File: config.mk
export PLATFORM = sky130hd
export DESIGN_NAME = duty_edge_mapper
export DESIGN_NICKNAME = d
export VERILOG_FILES = /design/src/rtl/mapper_pkg.sv /design/src/rtl/mapper_scale_stage.sv /design/src/rtl/mapper_fine_stage.sv /design/src/rtl/mapper_pack_stage.sv /design/src/rtl/duty_edge_mapper.sv
export SDC_FILE = /design/constraint.sdc
export NUM_CORES = 1
export LEC_CHECK = 0
export ABC_AREA = 1
export BUFFER_PORTS_ARGS = -buffer_cell sky130_fd_sc_hd__clkbuf_2
export CAP_MARGIN = 20
export CORE_UTILIZATION = 50
export CTS_BUF_LIST = sky130_fd_sc_hd__clkbuf_8 sky130_fd_sc_hd__clkbuf_16
export DETAILED_ROUTE_END_ITERATION = 7
export PLACE_DENSITY = 0.7
export SLEW_MARGIN = 5
export SYNTH_ARGS = -nofsm -noshare
export SYNTH_HDL_FRONTEND = slang
export SYNTH_SLANG_ARGS = --single-unit
File: constraint.sdc
create_clock -name clk -period 4.26 [get_ports clk]
set_input_delay 0.426 -clock clk [delete_from_list [all_inputs] [get_ports clk]]
set_output_delay 0.426 -clock clk [all_outputs]
set_load 0.01 [all_outputs]
File: src/rtl/mapper_pkg.sv
package mapper_pkg;
  // control carried beside each pipeline stage
  typedef struct packed {
    logic vld;
    logic flag;
  } stage_ctl_t;
endpackage

File: src/rtl/mapper_scale_stage.sv
module mapper_scale_stage
  import mapper_pkg::*;
#(
  parameter int DUTY_FRAC = 15,
  parameter int PER_W     = 16,
  parameter int SCL_W     = 8,
  localparam int DUTY_W   = DUTY_FRAC + 1,
  localparam int PROD_W   = DUTY_W + PER_W
) (
  input  logic              clk,
  input  logic              rst_n,
  input  logic              in_valid,
  input  logic [DUTY_W-1:0] in_duty,
  input  logic [PER_W-1:0]  in_period,
  input  logic [SCL_W-1:0]  in_scale,
  output stage_ctl_t        s1_ctl,
  output logic [PROD_W-1:0] s1_prod,
  output logic [SCL_W-1:0]  s1_scale
);
  localparam logic [DUTY_W-1:0] UNITY = DUTY_W'(1) << DUTY_FRAC;

  logic              over_d;
  logic [DUTY_W-1:0] duty_eff;
  logic [PROD_W-1:0] prod_d;

  always_comb begin
    over_d   = in_duty > UNITY;
    duty_eff = over_d ? UNITY : in_duty;
    prod_d   = PROD_W'(duty_eff) * PROD_W'(in_period);
  end

  always_ff @(posedge clk or negedge rst_n) begin
    if (!rst_n) begin
      s1_ctl   <= '0;
      s1_prod  <= '0;
      s1_scale <= '0;
    end else begin
      s1_ctl.vld <= in_valid;
      if (in_valid) begin
        s1_ctl.flag <= over_d;
        s1_prod     <= prod_d;
        s1_scale    <= in_scale;
      end
    end
  end


  prod_bound_chk: assert property (@(posedge clk) disable iff (!rst_n)
    in_valid |=> (s1_prod >> DUTY_FRAC) <= PROD_W'($past(in_period)));


  sat_flag_chk: assert property (@(posedge clk) disable iff (!rst_n)
    (in_valid && in_duty > UNITY) |=> s1_ctl.flag);
endmodule

File: src/rtl/mapper_fine_stage.sv
module mapper_fine_stage
  import mapper_pkg::*;
#(
  parameter int DUTY_FRAC = 15,
  parameter int PER_W     = 16,
  parameter int SCL_W     = 8,
  localparam int PROD_W   = DUTY_FRAC + 1 + PER_W,
  localparam int RAW_W    = SCL_W + 1,
  localparam int MUL_W    = DUTY_FRAC + RAW_W
) (
  input  logic              clk,
  input  logic              rst_n,
  input  stage_ctl_t        s1_ctl,
  input  logic [PROD_W-1:0] s1_prod,
  input  logic [SCL_W-1:0]  s1_scale,
  output stage_ctl_t        s2_ctl,
  output logic [PER_W-1:0]  s2_coarse,
  output logic [RAW_W-1:0]  s2_raw
);
  localparam logic [MUL_W-1:0] HALF_STEP = MUL_W'(1) << (DUTY_FRAC - 1);

  logic [DUTY_FRAC-1:0] frac;
  logic [PER_W-1:0]     coarse_d;
  logic [MUL_W-1:0]     fine_sum;
  logic [RAW_W-1:0]     raw_d;

  always_comb begin
    frac     = s1_prod[DUTY_FRAC-1:0];
    coarse_d = s1_prod[DUTY_FRAC +: PER_W];
    fine_sum = MUL_W'(frac) * MUL_W'(s1_scale) + HALF_STEP;
    raw_d    = fine_sum[DUTY_FRAC +: RAW_W];
  end

  always_ff @(posedge clk or negedge rst_n) begin
    if (!rst_n) begin
      s2_ctl    <= '0;
      s2_coarse <= '0;
      s2_raw    <= '0;
    end else begin
      s2_ctl.vld <= s1_ctl.vld;
      if (s1_ctl.vld) begin
        s2_ctl.flag <= s1_ctl.flag;
        s2_coarse   <= coarse_d;
        s2_raw      <= raw_d;
      end
    end
  end

  // duty is at most 1.0, so the product never reaches above the coarse field
  coarse_fit_chk: assert property (@(posedge clk) disable iff (!rst_n)
    s1_ctl.vld |-> s1_prod[PROD_W-1:DUTY_FRAC+PER_W] == '0);

  // a remainder below one coarse step never rounds past the scale itself
  raw_bound_chk: assert property (@(posedge clk) disable iff (!rst_n)
    s1_ctl.vld |=> s2_raw <= RAW_W'($past(s1_scale)));
endmodule

File: src/rtl/mapper_pack_stage.sv
module mapper_pack_stage
  import mapper_pkg::*;
#(
  parameter int PER_W   = 16,
  parameter int SCL_W   = 8,
  parameter int FINE_W  = 8,
  parameter int WORD_W  = 16,
  localparam int RAW_W  = SCL_W + 1,
  localparam int FINE_MAX = (1 << FINE_W) - 1
) (
  input  logic              clk,
  input  logic              rst_n,
  input  stage_ctl_t        s2_ctl,
  input  logic [PER_W-1:0]  s2_coarse,
  input  logic [RAW_W-1:0]  s2_raw,
  output logic              out_valid,
  output logic [PER_W-1:0]  out_coarse,
  output logic [WORD_W-1:0] out_fine,
  output logic              out_clamp
);
  logic [FINE_W-1:0] code_d;
  logic              lim_d;
  logic [WORD_W-1:0] word_d;

  always_comb begin
    if (s2_raw == '0) begin
      code_d = FINE_W'(1);
      lim_d  = 1'b1;
    end else if (int'(s2_raw) > FINE_MAX) begin
      code_d = FINE_W'(FINE_MAX);
      lim_d  = 1'b1;
    end else begin
      code_d = FINE_W'(s2_raw);
      lim_d  = 1'b0;
    end
    word_d = {code_d, {(WORD_W-FINE_W){1'b0}}};
  end

  always_ff @(posedge clk or negedge rst_n) begin
    if (!rst_n) begin
      out_valid  <= 1'b0;
      out_coarse <= '0;
      out_fine   <= '0;
      out_clamp  <= 1'b0;
    end else begin
      out_valid <= s2_ctl.vld;
      if (s2_ctl.vld) begin
        out_coarse <= s2_coarse;
        out_fine   <= word_d;
        out_clamp  <= lim_d | s2_ctl.flag;
      end
    end
  end


  fine_floor_chk: assert property (@(posedge clk) disable iff (!rst_n)
    out_valid |-> out_fine[WORD_W-1 -: FINE_W] != '0);


  zero_raw_flag_chk: assert property (@(posedge clk) disable iff (!rst_n)
    (s2_ctl.vld && s2_raw == '0) |=> out_clamp);


  hold_chk: assert property (@(posedge clk) disable iff (!rst_n)
    !s2_ctl.vld |=> ($stable(out_coarse) && $stable(out_fine) && $stable(out_clamp)));
endmodule

File: src/rtl/duty_edge_mapper.sv
module duty_edge_mapper
  import mapper_pkg::*;
#(
  parameter int DUTY_FRAC = 15,
  parameter int PER_W     = 16,
  parameter int SCL_W     = 8,
  parameter int FINE_W    = 8,
  parameter int WORD_W    = 16,
  localparam int DUTY_W   = DUTY_FRAC + 1,
  localparam int PROD_W   = DUTY_W + PER_W,
  localparam int RAW_W    = SCL_W + 1
) (
  input  logic              clk,
  input  logic              rst_n,
  input  logic              in_valid,
  output logic              in_ready,
  input  logic [DUTY_W-1:0] in_duty,
  input  logic [PER_W-1:0]  in_period,
  input  logic [SCL_W-1:0]  in_scale,
  output logic              out_valid,
  output logic [PER_W-1:0]  out_coarse,
  output logic [WORD_W-1:0] out_fine,
  output logic              out_clamp
);
  localparam logic [DUTY_W-1:0] UNITY = DUTY_W'(1) << DUTY_FRAC;

  stage_ctl_t        s1_ctl, s2_ctl;
  logic [PROD_W-1:0] s1_prod;
  logic [SCL_W-1:0]  s1_scale;
  logic [PER_W-1:0]  s2_coarse;
  logic [RAW_W-1:0]  s2_raw;

  assign in_ready = 1'b1;

  mapper_scale_stage #(.DUTY_FRAC(DUTY_FRAC), .PER_W(PER_W), .SCL_W(SCL_W)) u_scale (
    .clk(clk), .rst_n(rst_n), .in_valid(in_valid), .in_duty(in_duty),
    .in_period(in_period), .in_scale(in_scale),
    .s1_ctl(s1_ctl), .s1_prod(s1_prod), .s1_scale(s1_scale));

  mapper_fine_stage #(.DUTY_FRAC(DUTY_FRAC), .PER_W(PER_W), .SCL_W(SCL_W)) u_fine (
    .clk(clk), .rst_n(rst_n), .s1_ctl(s1_ctl), .s1_prod(s1_prod), .s1_scale(s1_scale),
    .s2_ctl(s2_ctl), .s2_coarse(s2_coarse), .s2_raw(s2_raw));

  mapper_pack_stage #(.PER_W(PER_W), .SCL_W(SCL_W), .FINE_W(FINE_W), .WORD_W(WORD_W)) u_pack (
    .clk(clk), .rst_n(rst_n), .s2_ctl(s2_ctl), .s2_coarse(s2_coarse), .s2_raw(s2_raw),
    .out_valid(out_valid), .out_coarse(out_coarse), .out_fine(out_fine),
    .out_clamp(out_clamp));


  latency_chk: assert property (@(posedge clk) disable iff (!rst_n)
    in_valid |=> ##2 out_valid);


  no_spurious_chk: assert property (@(posedge clk) disable iff (!rst_n)
    !in_valid |=> ##2 !out_valid);


  sat_result_chk: assert property (@(posedge clk) disable iff (!rst_n)
    (in_valid && in_duty > UNITY) |=> ##2
      (out_clamp && out_coarse == $past(in_period, 3)));
endmodule

=== Yosys cells after proc, flatten, opt, wreduce, memory -nomap -nowiden ===
Cells that the tools add are included.

* Flip-flop bits (word level): 94
* Output and inout bits: 35
* Logic and storage cells: 24

* Add/sub/neg operators: 1
* Multiply operators: 2
* $lt $le $gt $ge: 2
* Mux-type cells: 5
* Bitwise logic cells: 1
* Reductions and logical operators: 1

{| class="wikitable"
|+ Operators by type and width
! operator !! count
|-
| $mul 16x16->31 || 1
|-
| $add 23x15->24 const B || 1
|-
| $mul 15x8->23 || 1
|-
| $gt 16x16->1 const B || 1
|-
| $mux 16 || 1
|-
| $mux 8 || 2
|-
| $gt 9x8->1 const B || 1
|-
| $logic_not 9->1 || 1
|-
| $mux 1 || 2
|-
| $or 1x1->1 || 1
|}

=== Logic depth before layout (Yosys ltp) ===
Gate-level depths: netlist of run 1.

* Word-level depth: 4
* Mapped depth: 31
* Depth with buffers taken out: 29

=== Hierarchy ===
A second synthesis of run 1 with hierarchy kept.

* Cells, all modules: 2280
* Area, all modules: 16920.0 um^2

{| class="wikitable"
|+ Modules (own cells, without submodules)
! module !! instances !! cells an instance !! area each (um^2) !! sequential area each (um^2)
|-
| mapper_scale_stage || 1 || 1421 || 10560.1 || 1051.0
|-
| mapper_fine_stage || 1 || 722 || 5208.7 || 675.6
|-
| mapper_pack_stage || 1 || 135 || 1139.8 || 650.6
|-
| duty_edge_mapper || 1 || 2 || 11.3 || 0.0
|}

=== Worst setup path after synthesis of run 1 ===
OpenSTA, ideal clock, no wires.

* Path kind: input to register
* Start point: input in_duty[5]
* End point: register u_scale.s1_prod[20]
* Arrival: 5742 ps
* Required time: 4125 ps
* Path slack: -1617 ps
* Stages on the path: 29
* Buffers on the path: 2
* Cell sequence: buf_2 > nor4_2 > nand4_1 > nand2_2 > nand2_2 > inv_1 > buf_4 > nand2_1 > fa_1 > inv_1 > fa_1 > inv_1 > fa_1 > inv_1 > fa_1 > fa_1 > inv_1 > fa_1 > inv_1 > ha_1 > nand2_1 > nor2_1 > inv_1 > nor2_1 > nand4_1 > nand3_1 > nand2_1 > nand3_1 > o21ai_0

* Longest elaborated chain between the ends: 3

{| class="wikitable"
|+ Ends and longest elaborated chain
! item !! RTL line !! text
|-
| start, declared || duty_edge_mapper.sv:17 || <nowiki>input logic [DUTY_W-1:0] in_duty,</nowiki>
|-
| $gt 16x16->1 || mapper_scale_stage.sv:27 || <nowiki>over_d = in_duty > UNITY;</nowiki>
|-
| $mux 16 (*) || mapper_scale_stage.sv:28 || <nowiki>duty_eff = over_d ? UNITY : in_duty;</nowiki>
|-
| $mul 16x16->31 (*) || mapper_scale_stage.sv:29 || <nowiki>prod_d = PROD_W'(duty_eff) * PROD_W'(in_period);</nowiki>
|-
| end signal, assigned || mapper_scale_stage.sv:41 || <nowiki>s1_prod <= prod_d;</nowiki>
|-
| end, declared || mapper_scale_stage.sv:17 || <nowiki>output logic [PROD_W-1:0] s1_prod,</nowiki>
|}

Every way passes the cells marked *; elsewhere a longest branch is shown, timed or not.
A chain may end at the register's enable or synchronous reset.

=== Worst setup path after layout of run 1 ===
* Start point: input in_duty[12]
* End point: register u_scale.s1_prod[24]

Same word-level chain as after synthesis.

==> results of run 1 <==
## logic make-up after synthesis
family / count (synthesis) / share of synthesized area, %
and+or+nand+nor: 891 / 21.9
buffers and inverters: 622 / 14.5
adders and majority gates: 425 / 44.1
AOI/OAI and AO/OA: 109 / 3.51
DFF: 94 / 14.1
muxes: 16 / 1.08
xor gates and xnor gates: 14 / 0.736
other: 2 / 0.0451
## worst max-delay path, delay by kind of cell
kind,cells,cell delay [ns]
buffers and inverters,9,0.79
adders and majority gates,7,3.29
and+or+nand+nor,12,1.26
AOI/OAI and AO/OA,1,0.14
## flip-flops by register name, summed over array words and instances, names as in the netlist, 2 cells and up
register and count:
u_fine.s2_coarse 16, u_fine.s2_ctl 2, u_fine.s2_raw 9, u_pack.out_coarse 16, u_pack.out_fine 8, u_scale.s1_ctl 2
u_scale.s1_prod 31, u_scale.s1_scale 8
## per-layer routing
metal | track usage (%) | vias to the layer above
met5 | 0 | -
met4 | 11.4 | 0
met3 | 3.81 | 142
met2 | 53.8 | 393
met1 | 32.7 | 7273
li1 | - | 6901
## cells in the mapped netlist
master	count
sky130_fd_sc_hd__nand2b_1	1
sky130_fd_sc_hd__nand2_4	1
sky130_fd_sc_hd__inv_2	3
sky130_fd_sc_hd__clkinv_1	1
sky130_fd_sc_hd__nand3_1	133
sky130_fd_sc_hd__dfrtp_1	94
sky130_fd_sc_hd__buf_4	18
sky130_fd_sc_hd__a21o_1	3
sky130_fd_sc_hd__nor4_2	1
sky130_fd_sc_hd__a31oi_1	1
sky130_fd_sc_hd__clkbuf_1	62
sky130_fd_sc_hd__nor2_1	173
sky130_fd_sc_hd__and2_1	1
sky130_fd_sc_hd__nand3b_1	7
sky130_fd_sc_hd__a21boi_0	1
sky130_fd_sc_hd__xnor2_1	9
sky130_fd_sc_hd__conb_1	2
sky130_fd_sc_hd__a21oi_1	43
sky130_fd_sc_hd__a31o_2	1
sky130_fd_sc_hd__buf_1	9
sky130_fd_sc_hd__o21ai_0	49
sky130_fd_sc_hd__ha_1	155
sky130_fd_sc_hd__fa_1	270
sky130_fd_sc_hd__nand2_2	9
sky130_fd_sc_hd__buf_2	4
sky130_fd_sc_hd__o22ai_1	3
sky130_fd_sc_hd__nand2_1	532
sky130_fd_sc_hd__inv_1	523
sky130_fd_sc_hd__xor2_1	5
sky130_fd_sc_hd__o21a_1	2
sky130_fd_sc_hd__buf_6	2
sky130_fd_sc_hd__nand4_1	16
sky130_fd_sc_hd__nor4_1	3
sky130_fd_sc_hd__o21bai_1	6
sky130_fd_sc_hd__mux2_2	16
sky130_fd_sc_hd__nor3_1	13
sky130_fd_sc_hd__or2_2	1
## through the flow
stage	hold slack, ns	power, mW
4_1_cts	0.196	14.9
3_3_place_gp	0.458	12.7
3_5_place_dp	0.455	13.0
5_1_grt	0.230	19.2
6_report	0.165	17.6
2_1_floorplan	0.130	9.22
## area by class of cell
class,count,area [um2]
clock inverter,7,61.3
sequential,94,2360
clock buffer,9,225
timing repair buffer,323,2630
multi-input combinational,1464,13600
fill,2738,11300
inverter,527,2000
tap,442,553
## report_power, final
group,internal [mW],leakage (nW),switching (mW)
Combinational,6.80,10.4,8.47
Sequential,1.24,1.16,0.273
Clock,0.409,0.140,0.386
## worst max-delay path by stage
| stage | from | endpoint | slack [ns] |
|---|---|---|---|
| 6_report | in_duty[12] | u_scale.s1_prod[24] | -1.41 |
| 5_1_grt | in_duty[12] | u_scale.s1_prod[20] | -1.62 |
| 4_1_cts | in_duty[14] | u_scale.s1_prod[21] | -1.36 |
| 3_5_place_dp | in_duty[2] | u_scale.s1_prod[24] | -1.92 |
| 3_3_place_gp | in_duty[2] | u_scale.s1_prod[23] | -1.77 |
| 2_1_floorplan | in_duty[4] | u_scale.s1_prod[20] | -1.43 |
## repair_timing
| item | 4_1_cts | 5_1_grt |
|---|---|---|
| hold endpoints to repair | 0 | 0 |
| resized for setup | 164 | 225 |
| gates cloned | 3 | 1 |
| setup endpoints to repair | 35 | 35 |
| pin swaps | 60 | 124 |
| setup buffers | 11 | 22 |
| hold buffers | 0 | 0 |
==> reports/qor.csv, run 1 <==
metric;value;unit
tightestPinTransition;0.915;ns
layout.cells.most_common;sky130_fd_sc_hd__inv_1;
dp.final_hpwl;38000;um
worst_skew_pair.late_latency;0.36;ns
fp-row-count;66;
chipHeight;185;um
clock_sink_count;94;
gp_congestion;0.949;
drc;0;
post_synth_instance_area;16700;um2
ys_ff_latch;94;
postRouteWirelength;47500;um
finalHoldViolCount;0;
cap_viol_max_count;0;
setup.worst_path.class;in -> reg;
area_growth_from_synthesis_to_layout;28.6;%
cp.arrival;5.91;ns
slew_violations;0;
rsz0062_at_grt;yes;
tritoncts.num_buffers;9;
synthesis.instances;2173;
routed-wl-met2;24900;um
final_cells;2866;
initial_cell_density_of_the_core;50.9;%
num_io_pins;78;
violations;negative setup slack;
grt_antenna_before_repair;0;
cts.htree.levels;3;
run_status;complete, but fails checks;
final_critical_path_setup_slack;-1.41;ns
drtAntennaViolNets;0;
port_buffers;68;
finalSetupViolCount;25;
worstPathRequired;4.49;ns
routed_length_on_met3;2340;um
crit-reg2reg-capture;u_fine.s2_raw[5];
fin_setup_tns;-30.50;ns
cts_tree;yes;
setup.worst_path.end_class;register;
worst_r2r_startpoint;u_scale.s1_scale[3];
ys_types;37;
path_common_cell;sky130_fd_sc_hd__nand2_1;
wl_met1;18100;um
total_grt_overflow;0;
detailed_place.area;19300;um2
reg2regPathDepth;20;
first_pass_iters;6;
cp_max_fo;8;
drt-vias-per-instance;5.13;
synth_largest_area_cell;sky130_fd_sc_hd__fa_1;
cts-root-buf;sky130_fd_sc_hd__clkbuf_16;
fraction_of_layout_instances_using_a_drive_strength_above_1;29.1;%
netlist.area_leader.share;32.4;%
peakVddDrop;0.841;mV
dp.cells;2813;
dr.first_iter.drc_count;795;
grt_pass1_vias;15500;
netlist_top_cells_area;sky130_fd_sc_hd__fa_1, sky130_fd_sc_hd__dfrtp_1, sky130_fd_sc_hd__nand2_1;
clk_pin_slew_worst_paths;0.07;ns
timing.clock.skew;0.0138;ns
timing.max_slew.rel_slack;39.0;%
synth_seq_area_share;14.1;%
die-area;34100;um2
grt_util_all_layers;28.7;%
syn-mean-instance-area;7.67;um2
cpMaxStageDelayCell;sky130_fd_sc_hd__fa_2;
drt-wirelength-per-cell;16.6;um
r2r_slack;0.07;ns
largest_net_degree_at_the_start_of_global_routing;68;
vias;14700;
fin_util;65.5;%
timing.final.crit_period;5.67;ns
standby_leakage_power;11.7;nW
buffer_levels_on_the_longest_clock_path;2;
hold_class;in -> async;
fmax;176;MHz
worst_path_largest_cell_delay;0.55;ns
yosys_warnings;0;
grt_first_pass_wirelength;76000;um
core_region_area;32700;um2
dpl_worst_slack;-1.92;ns
die_w;185;um
fin_crit_sh;133;%
antenna-diode-count;0;
timing.critical_path.from_type;input port;
finalInstanceArea;21400;um2
power.density;820;nW/um2
maxUsedRoutingLayer;met4;
finish.net_count;2887;
commonest_cells_after_routing_fill_and_taps_aside;sky130_fd_sc_hd__inv_1, sky130_fd_sc_hd__nand2_1, sky130_fd_sc_hd__fa_1;
(Power assumes the default switching activity.)
==> inputs of run 2 (changes only) <==
--- a/config.mk
+++ b/config.mk
@@ -8,6 +8,7 @@
 export ABC_AREA = 1
 export BUFFER_PORTS_ARGS = -buffer_cell sky130_fd_sc_hd__clkbuf_2
 export CAP_MARGIN = 20
+export CORE_ASPECT_RATIO = 0.5
 export CORE_UTILIZATION = 50
 export CTS_BUF_LIST = sky130_fd_sc_hd__clkbuf_8 sky130_fd_sc_hd__clkbuf_16
 export DETAILED_ROUTE_END_ITERATION = 7
==> run 2 against run 1 <==
  * The flow still finishes with violations (negative setup slack)
  * Sequential share of layout area up 0.27 points
  * Register-to-register slack better by 0.09 ns
  * Routed wire length fell by 4.3%
  * Global-route usage shrank 1.6 points
  * Hold slack gained 0.024 ns
  * Setup slack got worse by 0.093 ns
  * Flip-flop and latch count unchanged
  * Critical endpoint is now u_scale.s1_prod[23]
  * Fmax decreased by 1.6%
  * Final cell count down 0.94%
==> reports/qor.csv, run 2 (synthesis gave the netlist of run 1 again) <==
metric;value;unit;change
hold_class;in -> async;;unchanged
num_io_pins;78;;unchanged
tightestPinTransition;0.976;ns;was 0.915 ns
first_pass_iters;5;;was 6
drt-vias-per-instance;5.14;;was 5.13
maxUsedRoutingLayer;met4;;unchanged
standby_leakage_power;11.6;nW;was 11.7 nW
grt_antenna_before_repair;0;;unchanged
peakVddDrop;0.840;mV;was 0.841 mV
grt_pass1_vias;14600;;was 15.5k
cts-root-buf;sky130_fd_sc_hd__clkbuf_16;;unchanged
routed_length_on_met3;3060;um;was 2340 um
startpoint;in_duty[11];;was in_duty[12]
cp.arrival;6.00;ns;was 5.91 ns
timing.max_slew.rel_slack;35.0;%;was 39.0%
dpl_worst_slack;-1.98;ns;was -1.92 ns
timing.final.crit_period;5.77;ns;was 5.67 ns
drtAntennaViolNets;0;;unchanged
drc;0;;unchanged
die_w;260;um;was 185 um
finalSetupViolCount;25;;unchanged
vias;14600;;was 14.7k
rsz0062_at_grt;yes;;unchanged
fin_crit_sh;135;%;was 133%
gp_congestion;0.973;;was 0.949
fin_setup_tns;-31.55;ns;was -30.50 ns
power.density;775;nW/um2;was 820 nW/um2
antenna-diode-count;0;;unchanged
cap_viol_max_count;0;;unchanged
biggestRegsByFlops;u_scale.s1_prod x31, u_fine.s2_coarse x16, u_pack.out_coarse x16;;unchanged
run_status;complete, but fails checks;;unchanged
cp_max_fo;7;;was 8
routed-wl-met2;21600;um;was 24900 um
finalHoldViolCount;0;;unchanged
r2r_slack;0.16;ns;was 0.07 ns
cts.htree.levels;3;;unchanged
final_critical_path_setup_slack;-1.51;ns;was -1.41 ns
postRouteWirelength;45400;um;was 47500 um
wl_met1;19800;um;was 18100 um
max_ffs_per_register;31;;unchanged
die-area;34100;um2;about the same
worst_r2r_startpoint;u_scale.s1_scale[2];;was u_scale.s1_scale[3]
worstSetupEndpoint;u_scale.s1_prod[23];;was u_scale.s1_prod[24]
cts_tree;yes;;unchanged
fillers;2643;;was 2738
buffer_levels_on_the_longest_clock_path;2;;unchanged
clk_pin_slew_worst_paths;0.07;ns;about the same
timing.critical_path.from_type;input port;;unchanged
layout.cells.most_common;sky130_fd_sc_hd__inv_1;;unchanged
fp-row-count;46;;was 66
register_ranked_first_by_flip_flop_count;u_scale.s1_prod;;unchanged
fin_util;64.9;%;was 65.5%
dr.first_iter.drc_count;864;;was 795
violations;negative setup slack;;unchanged
chipHeight;131;um;was 185 um
finish.net_count;2870;;was 2887
total_grt_overflow;0;;unchanged
post-layout-total-power;16.2;mW;was 17.6 mW
path_common_cell;sky130_fd_sc_hd__fa_1;;was sky130_fd_sc_hd__nand2_1
port_buffers;68;;unchanged
commonest_cells_after_routing_fill_and_taps_aside;sky130_fd_sc_hd__inv_1, sky130_fd_sc_hd__nand2_1, sky130_fd_sc_hd__fa_1;;unchanged
drt-wirelength-per-cell;16.0;um;was 16.6 um
timing.clock.skew;0.0101;ns;was 0.0138 ns
slew_violations;0;;unchanged
grt_first_pass_wirelength;72700;um;was 76000 um
worst_skew_pair.late_latency;0.36;ns;about the same
reg2regPathDepth;18;;was 20
cpMaxStageDelayCell;sky130_fd_sc_hd__fa_1;;was sky130_fd_sc_hd__fa_2
fraction_of_layout_instances_using_a_drive_strength_above_1;25.8;%;was 29.1%
initial_cell_density_of_the_core;51.7;%;was 50.9%
largest_net_degree_at_the_start_of_global_routing;78;;was 68
worstPathRequired;4.50;ns;was 4.49 ns
cts.hold.buffers_added;0;;unchanged
setup.worst_path.class;in -> reg;;unchanged
grt_util_all_layers;27.1;%;was 28.7%
fmax;173;MHz;was 176 MHz
setup.worst_path.end_class;register;;unchanged
dp.final_hpwl;36800;um;was 38000 um
core_region_area;32200;um2;was 32700 um2
worst_path_largest_cell_delay;0.60;ns;was 0.55 ns
clock_sink_count;94;;unchanged
area_growth_from_synthesis_to_layout;25.6;%;was 28.6%
tritoncts.num_buffers;9;;unchanged
crit-reg2reg-capture;u_fine.s2_raw[1];;was u_fine.s2_raw[5]
## run 2: cell types whose count changed in the layout (fill, tap and decap cells not counted), sizes merged
| cell | delta |
|---|---|
| buf | -15 |
| bufbuf | -1 |
| bufinv | +1 |
| clkbuf | -2 |
| clkinvlp | -1 |
| nand2 | +1 |
## run 2: what timing repair did
item | in CTS | in global routing
pin swaps | 38 | 105
setup buffers | 11 | 19
gates resized for setup | 87 | 210
setup endpoints to repair | 26 | 35
gates cloned | 4 | 0
## run 2: cell type report
cell class | instances | area, um2 | share of cell area (%)
multi-input cells | 1465 | 13300 | 63.4
clock inverters | 7 | 82.6 | 0.395
clock buffers | 9 | 225 | 1.08
inverters | 527 | 2000 | 9.55
repair buffers | 305 | 2460 | 11.8
well taps | 432 | 541 | 2.58
flip-flops and latches | 94 | 2360 | 11.3
## run 2: critical path, delay by kind of cell
family / cells / cell delay (ns)
adder cells (fa/ha/maj): 7 / 3.45
AND/OR/NAND/NOR: 13 / 1.27
buffers and inverters: 9 / 0.86
## run 2: metal layers
metal	track usage (%)	vias to the layer above
met5	0	-
met4	7.81	0
met3	4.75	72
met2	46.2	494
met1	35.9	7149
li1	-	6877
## run 2: metrics by stage
stage	area (um2)	cells	hold slack [ns]
3_3_place_gp	19200	2790	0.453
5_1_grt	20900	2839	0.278
3_5_place_dp	19200	2790	0.457
2_1_floorplan	17200	2180	0.130
4_1_cts	20000	2820	0.231
6_report	20900	2839	0.189
## run 2: worst min path at each step
stage	start	slack, ns	endpoint
after global placement	u_fine.s2_coarse[4]	0.45	u_fine.s2_coarse[4]
final	rst_n	0.19	u_scale.s1_scale[5]
after CTS	rst_n	0.23	u_scale.s1_scale[5]
after global routing	rst_n	0.28	u_scale.s1_scale[5]
after detailed placement	u_fine.s2_coarse[0]	0.46	u_fine.s2_coarse[0]
after floorplan	rst_n	0.13	u_fine.s2_coarse[0]
## run 2: power breakdown
group,switching (mW),total [mW],internal (mW),leakage (nW)
Combinational,7.54,13.8,6.29,10.2
Sequential,0.291,1.53,1.24,1.16
Clock,0.388,0.854,0.466,0.155
==> inputs of run 3 (changes only) <==
--- a/config.mk
+++ b/config.mk
@@ -8,7 +8,7 @@
 export ABC_AREA = 1
 export BUFFER_PORTS_ARGS = -buffer_cell sky130_fd_sc_hd__clkbuf_2
 export CAP_MARGIN = 20
-export CORE_ASPECT_RATIO = 0.5
+export CORE_ASPECT_RATIO = 1.1
 export CORE_UTILIZATION = 50
 export CTS_BUF_LIST = sky130_fd_sc_hd__clkbuf_8 sky130_fd_sc_hd__clkbuf_16
 export DETAILED_ROUTE_END_ITERATION = 7
==> run 3 against run 2 <==
  * The flow still finishes with violations (negative setup slack)
  * Setup slack got worse by 0.062 ns
  * Clock power decreased by 7.1%
  * Global-route usage increased by 1.4 points
  * Design area grew 3.3%
  * Fmax fell by 1.1%
  * First-iteration DRC count is 10% lower
  * Die area fell by 0.13%
  * Flip-flop and latch count stayed put
  * Final cell count grew 0.63%
  * Critical path type unchanged
==> reports/qor.csv, run 3 (synthesis gave the netlist of run 1 again) <==
metric;value;unit;change
run_status;complete, but fails checks;;unchanged
violations;negative setup slack;;unchanged
setup.worst_path.class;in -> reg;;unchanged
port_buffers;68;;unchanged
multi_input_comb_area;13800;um2;was 13300 um2
drtAntennaViolNets;0;;unchanged
final_critical_path_setup_slack;-1.57;ns;was -1.51 ns
clock_sink_count;94;;unchanged
cts_tree;yes;;unchanged
layout.cells.most_common;sky130_fd_sc_hd__inv_1;;unchanged
num_io_pins;78;;unchanged
dr.first_iter.drc_count;775;;was 864
fraction_of_layout_instances_using_a_drive_strength_above_1;30.4;%;was 25.8%
commonest_cells_after_routing_fill_and_taps_aside;sky130_fd_sc_hd__inv_1, sky130_fd_sc_hd__nand2_1, sky130_fd_sc_hd__fa_1;;unchanged
timing.critical_path.from_type;input port;;unchanged
fillers;2650;;was 2643
biggestRegsByFlops;u_scale.s1_prod x31, u_fine.s2_coarse x16, u_pack.out_coarse x16;;unchanged
dp.cells;2807;;was 2790
finalHoldViolCount;0;;unchanged
cap_viol_max_count;0;;unchanged
setup.worst_path.end_class;register;;unchanged
grt_util_all_layers;28.5;%;was 27.1%
cp.arrival;6.03;ns;was 6.00 ns
drt-wirelength-per-cell;16.7;um;was 16.0 um
gp_congestion;0.996;;was 0.973
crit-reg2reg-capture;u_fine.s2_raw[2];;was u_fine.s2_raw[1]
standby_leakage_power;11.8;nW;was 11.6 nW
fin_util;66.4;%;was 64.9%
slew_violations;0;;unchanged
cp_max_fo;9;;was 7
initial_cell_density_of_the_core;51.2;%;was 51.7%
area_growth_from_synthesis_to_layout;29.8;%;was 25.6%
power.density;797;nW/um2;was 775 nW/um2
first_pass_iters;5;;unchanged
cts-root-buf;sky130_fd_sc_hd__clkbuf_16;;unchanged
die_w;176;um;was 260 um
drt-vias-per-instance;5.16;;was 5.14
finalInstanceArea;21600;um2;was 20900 um2
drc;0;;unchanged
reg2regPathDepth;18;;unchanged
worst_skew_pair.late_latency;0.36;ns;about the same
buffer_levels_on_the_longest_clock_path;2;;unchanged
fp-row-count;69;;was 46
fmax;172;MHz;was 173 MHz
clk_pin_slew_worst_paths;0.07;ns;about the same
register_ranked_first_by_flip_flop_count;u_scale.s1_prod;;unchanged
die-area;34100;um2;about the same
detailed_place.area;19300;um2;was 19200 um2
worstPathRequired;4.46;ns;was 4.50 ns
chipHeight;193;um;was 131 um
finish.net_count;2894;;was 2870
grt_pass1_vias;15800;;was 14.6k
layout.area.seq;2360;um2;about the same
cts.hold.buffers_added;0;;unchanged
core_region_area;32500;um2;was 32200 um2
worst_r2r_startpoint;u_scale.s1_scale[2];;unchanged
dp.final_hpwl;38800;um;was 36800 um
tritoncts.num_buffers;9;;unchanged
total_grt_overflow;0;;unchanged
timing.max_slew.rel_slack;40.0;%;was 35.0%
max_ffs_per_register;31;;unchanged
rsz0062_at_grt;yes;;unchanged
grt_first_pass_wirelength;76600;um;was 72700 um
hold_class;in -> async;;unchanged
antenna-diode-count;0;;unchanged
timing.final.crit_period;5.83;ns;was 5.77 ns
postRouteWirelength;47700;um;was 45400 um
finalSetupViolCount;25;;unchanged
startpoint;in_duty[11];;unchanged
r2r_slack;0.14;ns;was 0.16 ns
timing.clock.skew;0.0131;ns;was 0.0101 ns
cts.htree.levels;3;;unchanged
tightestPinTransition;0.900;ns;was 0.976 ns
largest_net_degree_at_the_start_of_global_routing;57;;was 78
vias;14700;;was 14.6k
fin_crit_sh;137;%;was 135%
grt_antenna_before_repair;0;;unchanged
final_cells;2857;;was 2839
peakVddDrop;0.741;mV;was 0.840 mV
==> run 3: cell count changes in the layout (fill, tap and decap cells not counted), sizes merged <==
cell / delta
clkinvlp: +1
bufinv: -1
clkinv: +2
clkbuf: +3
buf: +22
inv: -2
nand2: -1
==> run 3: worst max path at each step <==
stage,end,cells after the start,slack [ns]
after detailed placement,u_scale.s1_prod[21],26,-1.95
after CTS,u_scale.s1_prod[21],28,-1.47
after global routing,u_scale.s1_prod[21],29,-1.79
after floorplan,u_scale.s1_prod[20],29,-1.43
after global placement,u_scale.s1_prod[21],26,-1.83
final,u_scale.s1_prod[20],27,-1.57
==> run 3: power breakdown <==
part / total, mW / switching (mW) / internal, mW / leakage (nW)
registers: 1.54 / 0.302 / 1.23 / 1.16
logic: 14.9 / 8.18 / 6.73 / 10.5
clock network: 0.793 / 0.384 / 0.409 / 0.141
total: 17.2 / 8.86 / 8.37 / 11.8
==> run 3: cell type report <==
type | count | area share, %
Clock inverter | 7 | 0.307
Multi-Input combinational cell | 1464 | 63.6
Clock buffer | 9 | 1.04
Timing Repair Buffer | 330 | 12.3
Inverter | 527 | 9.31
Sequential cell | 94 | 10.9
Tap cell | 426 | 2.46
==> run 3: critical path, cell delays in order <==
cell                       delay [ns]
sky130_fd_sc_hd__buf_8           0.10
sky130_fd_sc_hd__nor4_4          0.30
sky130_fd_sc_hd__nand4_1         0.19
sky130_fd_sc_hd__nand2_4         0.23
sky130_fd_sc_hd__buf_6           0.14
sky130_fd_sc_hd__nand2_4         0.07
sky130_fd_sc_hd__clkinv_8        0.09
sky130_fd_sc_hd__nand2_1         0.08
sky130_fd_sc_hd__fa_1            0.55
sky130_fd_sc_hd__inv_1           0.05
sky130_fd_sc_hd__fa_1            0.48
sky130_fd_sc_hd__fa_2            0.63
sky130_fd_sc_hd__fa_2            0.45
sky130_fd_sc_hd__fa_1            0.48
sky130_fd_sc_hd__inv_1           0.05
sky130_fd_sc_hd__fa_1            0.49
sky130_fd_sc_hd__inv_2           0.05
sky130_fd_sc_hd__ha_4            0.30
sky130_fd_sc_hd__nand2_4         0.08
sky130_fd_sc_hd__nor2_4          0.12
sky130_fd_sc_hd__inv_2           0.07
sky130_fd_sc_hd__nor2_4          0.15
sky130_fd_sc_hd__nand4_1         0.13
sky130_fd_sc_hd__nand3_1         0.10
sky130_fd_sc_hd__nand2_1         0.06
sky130_fd_sc_hd__nand3_1         0.08
sky130_fd_sc_hd__o21ai_0         0.10
==> run 3: through the flow <==
| step | worst slack [ns] | total power, mW | hold slack [ns] | setup TNS (ns) |
|---|---|---|---|---|
| after floorplan | -1.43 | 9.22 | 0.130 | -29.91 |
| after global placement | -1.83 | 12.8 | 0.459 | -39.10 |
| after detailed placement | -1.95 | 13.0 | 0.466 | -42.57 |
| after CTS | -1.47 | 14.9 | 0.148 | -30.73 |
| after global routing | -1.79 | 18.9 | 0.186 | -38.00 |
| final | -1.57 | 17.2 | 0.133 | -32.95 |
==> run 3: timing repair <==
item                       4_1_cts  5_1_grt
buffers inserted                15       17
pin swaps                       67      161
setup endpoints to repair       29       35
gates resized for setup        181      249
gates cloned                     3        1
==> run 3: metal layers <==
metal | routed length, um | global-route usage [%]
met4 | 2480 | 13.3
met5 | 0 | 0
met3 | 1540 | 2.44
met1 | 18400 | 32.2
met2 | 25300 | 53.3
